===== config.mk =====
export PLATFORM = sky130hd
export DESIGN_NAME = flag_alu_reg
export DESIGN_NICKNAME = d
export VERILOG_FILES = /design/src/rtl/alu_flags_pkg.sv /design/src/rtl/alu_byte_lane.sv /design/src/rtl/alu_word_lane.sv /design/src/rtl/flag_alu_reg.sv
export SDC_FILE = /design/constraint.sdc
export NUM_CORES = 1
export LEC_CHECK = 0
export BUFFER_PORTS_ARGS = -buffer_cell sky130_fd_sc_hd__buf_2
export CAP_MARGIN = 20
export CORE_UTILIZATION = 35
export DETAILED_ROUTE_END_ITERATION = 7
export GPL_ROUTABILITY_DRIVEN = 0
export PLACE_DENSITY = 0.53
export SLEW_MARGIN = 10
export SYNTH_ARGS = -nofsm -noshare
export SYNTH_HDL_FRONTEND = slang
export SYNTH_HIERARCHICAL = 1
export SYNTH_SLANG_ARGS = --single-unit

===== constraint.sdc =====
create_clock -name clk -period 6.4 [get_ports clk]
set_input_delay 0.64 -clock clk [delete_from_list [all_inputs] [get_ports clk]]
set_output_delay 0.64 -clock clk [all_outputs]
set_load 0.01 [all_outputs]

===== src/rtl/alu_flags_pkg.sv =====
package alu_flags_pkg;

    typedef enum logic [3:0] {
        OP_ADD   = 4'd0,
        OP_INC   = 4'd1,
        OP_DEC   = 4'd2,
        OP_CMP   = 4'd3,
        OP_XOR   = 4'd4,
        OP_CPL   = 4'd5,
        OP_ADDW  = 4'd6,
        OP_SPOFF = 4'd7
    } alu_op_e;

    typedef struct packed {
        logic z;
        logic n;
        logic h;
        logic c;
    } flags_t;

endpackage


===== src/rtl/alu_byte_lane.sv =====
module alu_byte_lane
    import alu_flags_pkg::*;
#(
    parameter int BYTE_W = 8
) (
    input  logic [3:0]        op,
    input  logic [BYTE_W-1:0] acc,
    input  logic [BYTE_W-1:0] opnd,
    input  flags_t            fin,
    output logic [BYTE_W-1:0] res,
    output flags_t            fout,
    output logic              hit
);
    localparam int NIB = BYTE_W / 2;

    logic [BYTE_W:0]   add_sum;
    logic [BYTE_W-1:0] add_tap;
    logic [BYTE_W:0]   inc_sum;
    logic [BYTE_W-1:0] inc_tap;
    logic [BYTE_W:0]   cmp_diff;
    logic [NIB:0]      cmp_nib;
    logic [NIB:0]      dec_nib;

    always_comb begin
        add_sum  = {1'b0, acc} + {1'b0, opnd};
        add_tap  = acc ^ opnd ^ add_sum[BYTE_W-1:0];
        inc_sum  = {1'b0, opnd} + 1'b1;
        inc_tap  = opnd ^ BYTE_W'(1) ^ inc_sum[BYTE_W-1:0];
        cmp_diff = {1'b0, acc} - {1'b0, opnd};
        cmp_nib  = {1'b0, acc[NIB-1:0]} - {1'b0, opnd[NIB-1:0]};
        dec_nib  = {1'b0, opnd[NIB-1:0]} - 1'b1;
    end

    always_comb begin
        res  = acc;
        fout = fin;
        hit  = 1'b1;
        case (op)
            OP_ADD: begin
                res  = add_sum[BYTE_W-1:0];
                fout = '{z: (add_sum[BYTE_W-1:0] == '0), n: 1'b0,
                         h: add_tap[NIB], c: add_sum[BYTE_W]};
            end
            OP_INC: begin
                res    = inc_sum[BYTE_W-1:0];
                fout.z = (inc_sum[BYTE_W-1:0] == '0);
                fout.n = 1'b0;
                fout.h = inc_tap[NIB];
            end
            OP_DEC: begin
                res    = opnd - 1'b1;
                fout.z = (opnd == BYTE_W'(1));
                fout.n = 1'b1;
                fout.h = dec_nib[NIB];
            end
            OP_CMP: begin
                fout = '{z: (cmp_diff[BYTE_W-1:0] == '0), n: 1'b1,
                         h: cmp_nib[NIB], c: cmp_diff[BYTE_W]};
            end
            OP_XOR: begin
                res  = acc ^ opnd;
                fout = '{z: ((acc ^ opnd) == '0), n: 1'b0, h: 1'b0, c: 1'b0};
            end
            OP_CPL: begin
                res    = ~acc;
                fout.n = 1'b1;
                fout.h = 1'b1;
            end
            default: hit = 1'b0;
        endcase
    end

    // exclusive-or always leaves N, H and C clear
    always_comb begin
        if (op == OP_XOR)
            assert_xor_clear_R5: assert (!fout.n && !fout.h && !fout.c);
    end
endmodule


===== src/rtl/alu_word_lane.sv =====
module alu_word_lane
    import alu_flags_pkg::*;
#(
    parameter int WORD_W = 16,
    parameter int BYTE_W = 8
) (
    input  logic [3:0]        op,
    input  logic [WORD_W-1:0] pair_x,
    input  logic [WORD_W-1:0] pair_y,
    input  logic [BYTE_W-1:0] offs,
    input  flags_t            fin,
    output logic [WORD_W-1:0] res,
    output flags_t            fout,
    output logic              hit
);
    localparam int NIB   = BYTE_W / 2;
    localparam int HBIT  = WORD_W - NIB;
    localparam int EXT_W = WORD_W - BYTE_W;

    logic [WORD_W:0]   pair_sum;
    logic [WORD_W-1:0] pair_tap;
    logic [WORD_W-1:0] offs_ext;
    logic [WORD_W-1:0] offs_sum;
    logic [WORD_W-1:0] offs_tap;

    always_comb begin
        pair_sum = {1'b0, pair_x} + {1'b0, pair_y};
        pair_tap = pair_x ^ pair_y ^ pair_sum[WORD_W-1:0];
        offs_ext = {{EXT_W{offs[BYTE_W-1]}}, offs};
        offs_sum = pair_x + offs_ext;
        offs_tap = pair_x ^ offs_ext ^ offs_sum;
    end

    always_comb begin
        res  = pair_x;
        fout = fin;
        hit  = 1'b1;
        case (op)
            OP_ADDW: begin
                res    = pair_sum[WORD_W-1:0];
                fout.n = 1'b0;
                fout.h = pair_tap[HBIT];
                fout.c = pair_sum[WORD_W];
            end
            OP_SPOFF: begin
                res  = offs_sum;
                fout = '{z: 1'b0, n: 1'b0, h: offs_tap[NIB], c: offs_tap[BYTE_W]};
            end
            default: hit = 1'b0;
        endcase
    end

    // offset add never reports zero or subtract
    always_comb begin
        if (op == OP_SPOFF)
            assert_spoff_zn_R8: assert (!fout.z && !fout.n);
    end
endmodule


===== src/rtl/flag_alu_reg.sv =====
module flag_alu_reg
    import alu_flags_pkg::*;
#(
    parameter int BYTE_W = 8,
    parameter int WORD_W = 16
) (
    input  logic              clk,
    input  logic              rst_n,
    input  logic              strobe,
    input  logic [3:0]        op,
    input  logic [BYTE_W-1:0] acc,
    input  logic [BYTE_W-1:0] opnd,
    input  logic [WORD_W-1:0] pair_x,
    input  logic [WORD_W-1:0] pair_y,
    input  logic [3:0]        flags_in,
    output logic [BYTE_W-1:0] res8_q,
    output logic [WORD_W-1:0] res16_q,
    output logic [3:0]        flags_q,
    output logic              fresh_q
);
    typedef enum logic {ST_QUIET, ST_FRESH} cap_state_e;

    cap_state_e        state, state_nx;
    flags_t            fin, f_byte, f_word, f_next;
    logic [BYTE_W-1:0] r_byte;
    logic [WORD_W-1:0] r_word;
    logic              hit_byte, hit_word;

    assign fin = flags_t'(flags_in);

    alu_byte_lane #(.BYTE_W(BYTE_W)) u_byte (
        .op(op), .acc(acc), .opnd(opnd), .fin(fin),
        .res(r_byte), .fout(f_byte), .hit(hit_byte)
    );

    alu_word_lane #(.WORD_W(WORD_W), .BYTE_W(BYTE_W)) u_word (
        .op(op), .pair_x(pair_x), .pair_y(pair_y), .offs(opnd), .fin(fin),
        .res(r_word), .fout(f_word), .hit(hit_word)
    );

    always_comb begin
        if (hit_byte)      f_next = f_byte;
        else if (hit_word) f_next = f_word;
        else               f_next = fin;
    end

    always_comb begin
        state_nx = state;
        unique case (state)
            ST_QUIET: if (strobe)  state_nx = ST_FRESH;
            ST_FRESH: if (!strobe) state_nx = ST_QUIET;
            default:               state_nx = ST_QUIET;
        endcase
    end

    always_ff @(posedge clk) begin
        if (!rst_n) state <= ST_QUIET;
        else        state <= state_nx;
    end

    always_ff @(posedge clk) begin
        if (!rst_n) begin
            res8_q  <= '0;
            res16_q <= '0;
            flags_q <= '0;
        end else if (strobe) begin
            res8_q  <= r_byte;
            res16_q <= r_word;
            flags_q <= f_next;
        end
    end

    always_comb fresh_q = (state == ST_FRESH);

    // increment and decrement keep the incoming carry
    assert_incdec_keep_c_R2: assert property (@(posedge clk) disable iff (!rst_n)
        strobe && (op == OP_INC || op == OP_DEC) |=> flags_q[0] == $past(flags_in[0]));
    // compare leaves the accumulator result untouched
    assert_cmp_no_write_R4: assert property (@(posedge clk) disable iff (!rst_n)
        strobe && op == OP_CMP |=> res8_q == $past(acc));
    // complement sets N and H, keeps Z and C
    assert_cpl_flags_R6: assert property (@(posedge clk) disable iff (!rst_n)
        strobe && op == OP_CPL |=> flags_q[2] && flags_q[1]
            && flags_q[3] == $past(flags_in[3]) && flags_q[0] == $past(flags_in[0]));
    // unlisted codes pass flags through
    assert_unlisted_keep_R9: assert property (@(posedge clk) disable iff (!rst_n)
        strobe && op[3] |=> flags_q == $past(flags_in));
    // no strobe, no change
    assert_hold_R10: assert property (@(posedge clk) disable iff (!rst_n)
        !strobe |=> $stable(res8_q) && $stable(res16_q) && $stable(flags_q));
    // fresh follows a strobe
    assert_fresh_R12: assert property (@(posedge clk) disable iff (!rst_n)
        strobe |=> fresh_q);
endmodule


==> results.toml <==
[timing]
finalSetupTns_ns = 0
period_share_pct = 49.6
worstMarginPinSlew_ns = 1.00
final.setup.worst_slack_ns = 3.22
max_freq_ghz = 0.315
finalMaxSlewViolations = 0
relSlewSlack_pct = 33.1
setup_viol = 0
finalHoldViolCount = 0
worst_clock_skew_ns = 0
rsz0062_at_grt = "false"
min_period_ns = 3.18

[clock_network]
clock_latency_ns = 0.28
cts_tree = "built"
numCtsBuffers = 5
root_buffer = "clkbuf_16"
post_cts_buffers = 0
cts_sinks = 29
clk_path_buf_depth = 2
cts_max_level = 2
postCtsResizedCells = 0
clk_pin_slew_ns = 0.05
cts_hold_buf = 0

[outcome]
status = "finished clean"

[synthesis]
syn-num-nets = 714
ys_warn_count = 6
synth_edf_count = 0
synth_cell_types = 74
synth-seq-cells = 29
netlist_area_um2 = 4560
synth_area_leaders = "ha_1 (14%), dfxtp_1 (13%), mux2i_1 (7.5%)"
synth_top_cell_area_share_pct = 13.7
syn_avg_cell_area_um2 = 7.58
ys_async_sr_fraction_pct = 0
seq_area_frac_synth_pct = 12.7
synthFlopType = "dfxtp_1"
yosysTopAreaCell = "ha_1"
synth_cells = 601

[power_and_ir_drop]
pwr_density_cell_nw_per_um2 = 163
pwr-share-clk_pct = 30.9
p_total_mw = 0.844
peakVddDrop_mv = 0.0960
p_leak_nw = 2.34
p_comb_share_pct = 45.3
p_int_mw = 0.517
p_sw_mw = 0.327
netSwitchingFraction_pct = 38.7
p_seq_share_pct = 23.8

[placed_design]
place_ws_ns = 2.93
numPortBuffers = 87
place_inst = 831
place_hpwl_mm = 10.9

[floorplan]
io_pins = 88
dieArea_um2 = 13500
row_count = 41
start_util_pct = 36.0
core_um2 = 12700
die_y_um = 116
fp.dieW_um = 116

[global_routing]
track_usage_pct = 21.7
grt-ovfl-total = 0
first_global_vias = 4367
grt_pass1_wl_mm = 22.7
antenna_found_initial = 0
grt_max_degree = 47

[drt]
route.detailed.drc = 0
dr.pass1.iters = 5
routed_wl_mm = 14.5
vias = 4714
drtAntennaViolNets = 0
drtIter0Drc = 330
vias_per_cell = 5.62
wl_per_cell_um = 17.3

[cells_and_area]
diodes = 0
final_nets = 779
final_util_pct = 40.9
seq_area_um2 = 581
multi_input_area_um2 = 3690
area_delta_synth_final_pct = 13.7
finalNonFillerCells = 839
n_fill_cell = 1327
drive_gt1_share_pct = 17.7

[worst_setup_path]
rrSetupSlack_ns = 5.76
crit-reg2reg-launch = "res8_q[0]"
worstSetupPathType = "input pin to flip-flop"
critPathCaptureType = "flip-flop"
cp_data_required_time_ns = 6.56
rr_worst_depth = 2
critical_path_arrival_ns = 3.34
critPathMaxFanout = 3
crit_start = "pair_x[0]"
timing.rr.end = "res8_q[0]"
startpoint_type = "input pin"

[worst_hold_path]
worstHoldStart = "flags_q[0]"
whs_endpoint = "flags_q[0]"
whs_path_depth = 2
min_path_type = "flip-flop to flip-flop"

[run]
max_cap_viol_count = 0
==> Yosys cell counts (all sizes together), types with 4 or more instances <==
cell type / count
a22oi: 6
nor2: 39
o21ai: 37
buf: 18
a211oi: 9
o21bai: 9
fa: 4
a31oi: 12
inv: 29
a21oi: 55
xnor2: 26
nand3: 9
xor2: 11
and2: 8
nand2b: 10
nand4: 11
nand3b: 7
and3: 4
o22ai: 8
nor4: 4
mux2i: 34
dfxtp: 29
nand2: 56
nor3: 11
clkbuf: 11
nor2b: 30
o211ai: 8
a21o: 12
ha: 50
==> power groups by stage <==
stage	combinational [mW]	sequential, mW	clock, mW
floorplan	0.265	0.211	0
global placement	0.374	0.205	0
detailed placement	0.376	0.205	0
CTS	0.379	0.201	0.265
global route	0.422	0.203	0.270
finish	0.383	0.201	0.260
==> logic make-up after synthesis <==
group / Yosys count / synth area share [%]
AOI/OAI and AO/OA: 188 / 27.5
DFF: 29 / 12.7
and+or+nand+nor: 200 / 23.1
xor gates and xnor gates: 37 / 7.11
adders and majority gates: 54 / 15.5
buffers and inverters: 58 / 6.40
muxes: 35 / 7.71
==> metrics by stage <==
step	hold slack [ns]	area, um^2
detailed placement	0.489	5030
finish	0.497	5180
CTS	0.501	5180
global placement	0.487	5030
floorplan	0.532	4560
global route	0.536	5180
==> sequential cells by signal (all words and copies together) (netlist names) <==
signal and cells:
res16_q 16, res8_q 8, flags_q 4, fresh_q 1
==> worst max path at each step <==
stage            endpoint  cells after the start
5_1_grt        flags_q[0]                     13
6_report       flags_q[0]                     13
2_1_floorplan  flags_q[0]                     12
3_5_place_dp   flags_q[0]                     13
3_3_place_gp   flags_q[0]                     13
4_1_cts        flags_q[0]                     13
==> cell usage in the layout (no fill, tap or decap), types with 4 or more instances in the layout <==
| master | synthesis | final |
|---|---|---|
| a211oi_1 | 7 | 7 |
| nand4_1 | 11 | 11 |
| clkbuf_16 | 0 | 5 |
| nand3_1 | 8 | 8 |
| mux2i_1 | 34 | 34 |
| o21bai_1 | 9 | 9 |
| a31oi_1 | 11 | 11 |
| dfxtp_1 | 29 | 29 |
| nor2b_1 | 30 | 30 |
| nand2b_1 | 10 | 10 |
| fa_1 | 4 | 4 |
| nor2_1 | 37 | 37 |
| nand3b_1 | 6 | 6 |
| a21o_1 | 12 | 12 |
| a22oi_1 | 6 | 6 |
| a21oi_1 | 54 | 54 |
| ha_1 | 50 | 50 |
| o211ai_2 | 4 | 4 |
| inv_1 | 28 | 28 |
| nand2_1 | 56 | 56 |
| xor2_1 | 11 | 11 |
| o21ai_0 | 35 | 35 |
| o22ai_1 | 8 | 8 |
| buf_2 | 10 | 87 |
| xnor2_1 | 26 | 26 |
| o211ai_1 | 4 | 4 |
| and3_1 | 4 | 4 |
| and2_1 | 8 | 8 |
| nor3_1 | 11 | 11 |
==> per-layer routing <==
metal  GRT usage [%]  up-vias  wire length (um)
li1                -     2332                 -
met3            2.65       18               765
met4            6.32        0               248
met5               0        -                 0
met1            28.7     2218              6630
met2            36.9      146              6890
==> critical path: stages <==
cell and delay (ns):
buf_2 0.12, ha_1 0.23, inv_1 0.08, fa_1 0.17, and2b_1 0.20, o31a_1 0.29, a41oi_1 0.36, o31ai_1 0.18
a21o_1 0.20, a2111oi_0 0.51, nor2_1 0.07, mux2i_1 0.18, o211ai_2 0.09
==> final cells by class <==
| cell class | instances | share of cell area (%) |
|---|---|---|
| Clock buffer | 7 | 2.94 |
| Clock inverter | 1 | 0.0965 |
| Inverter | 29 | 2.10 |
| Multi-Input combinational cell | 514 | 71.1 |
| Sequential cell | 29 | 11.2 |
| Tap cell | 172 | 4.15 |
| Timing Repair Buffer | 87 | 8.40 |
No activity file was read; power rests on OpenSTA's default activity.
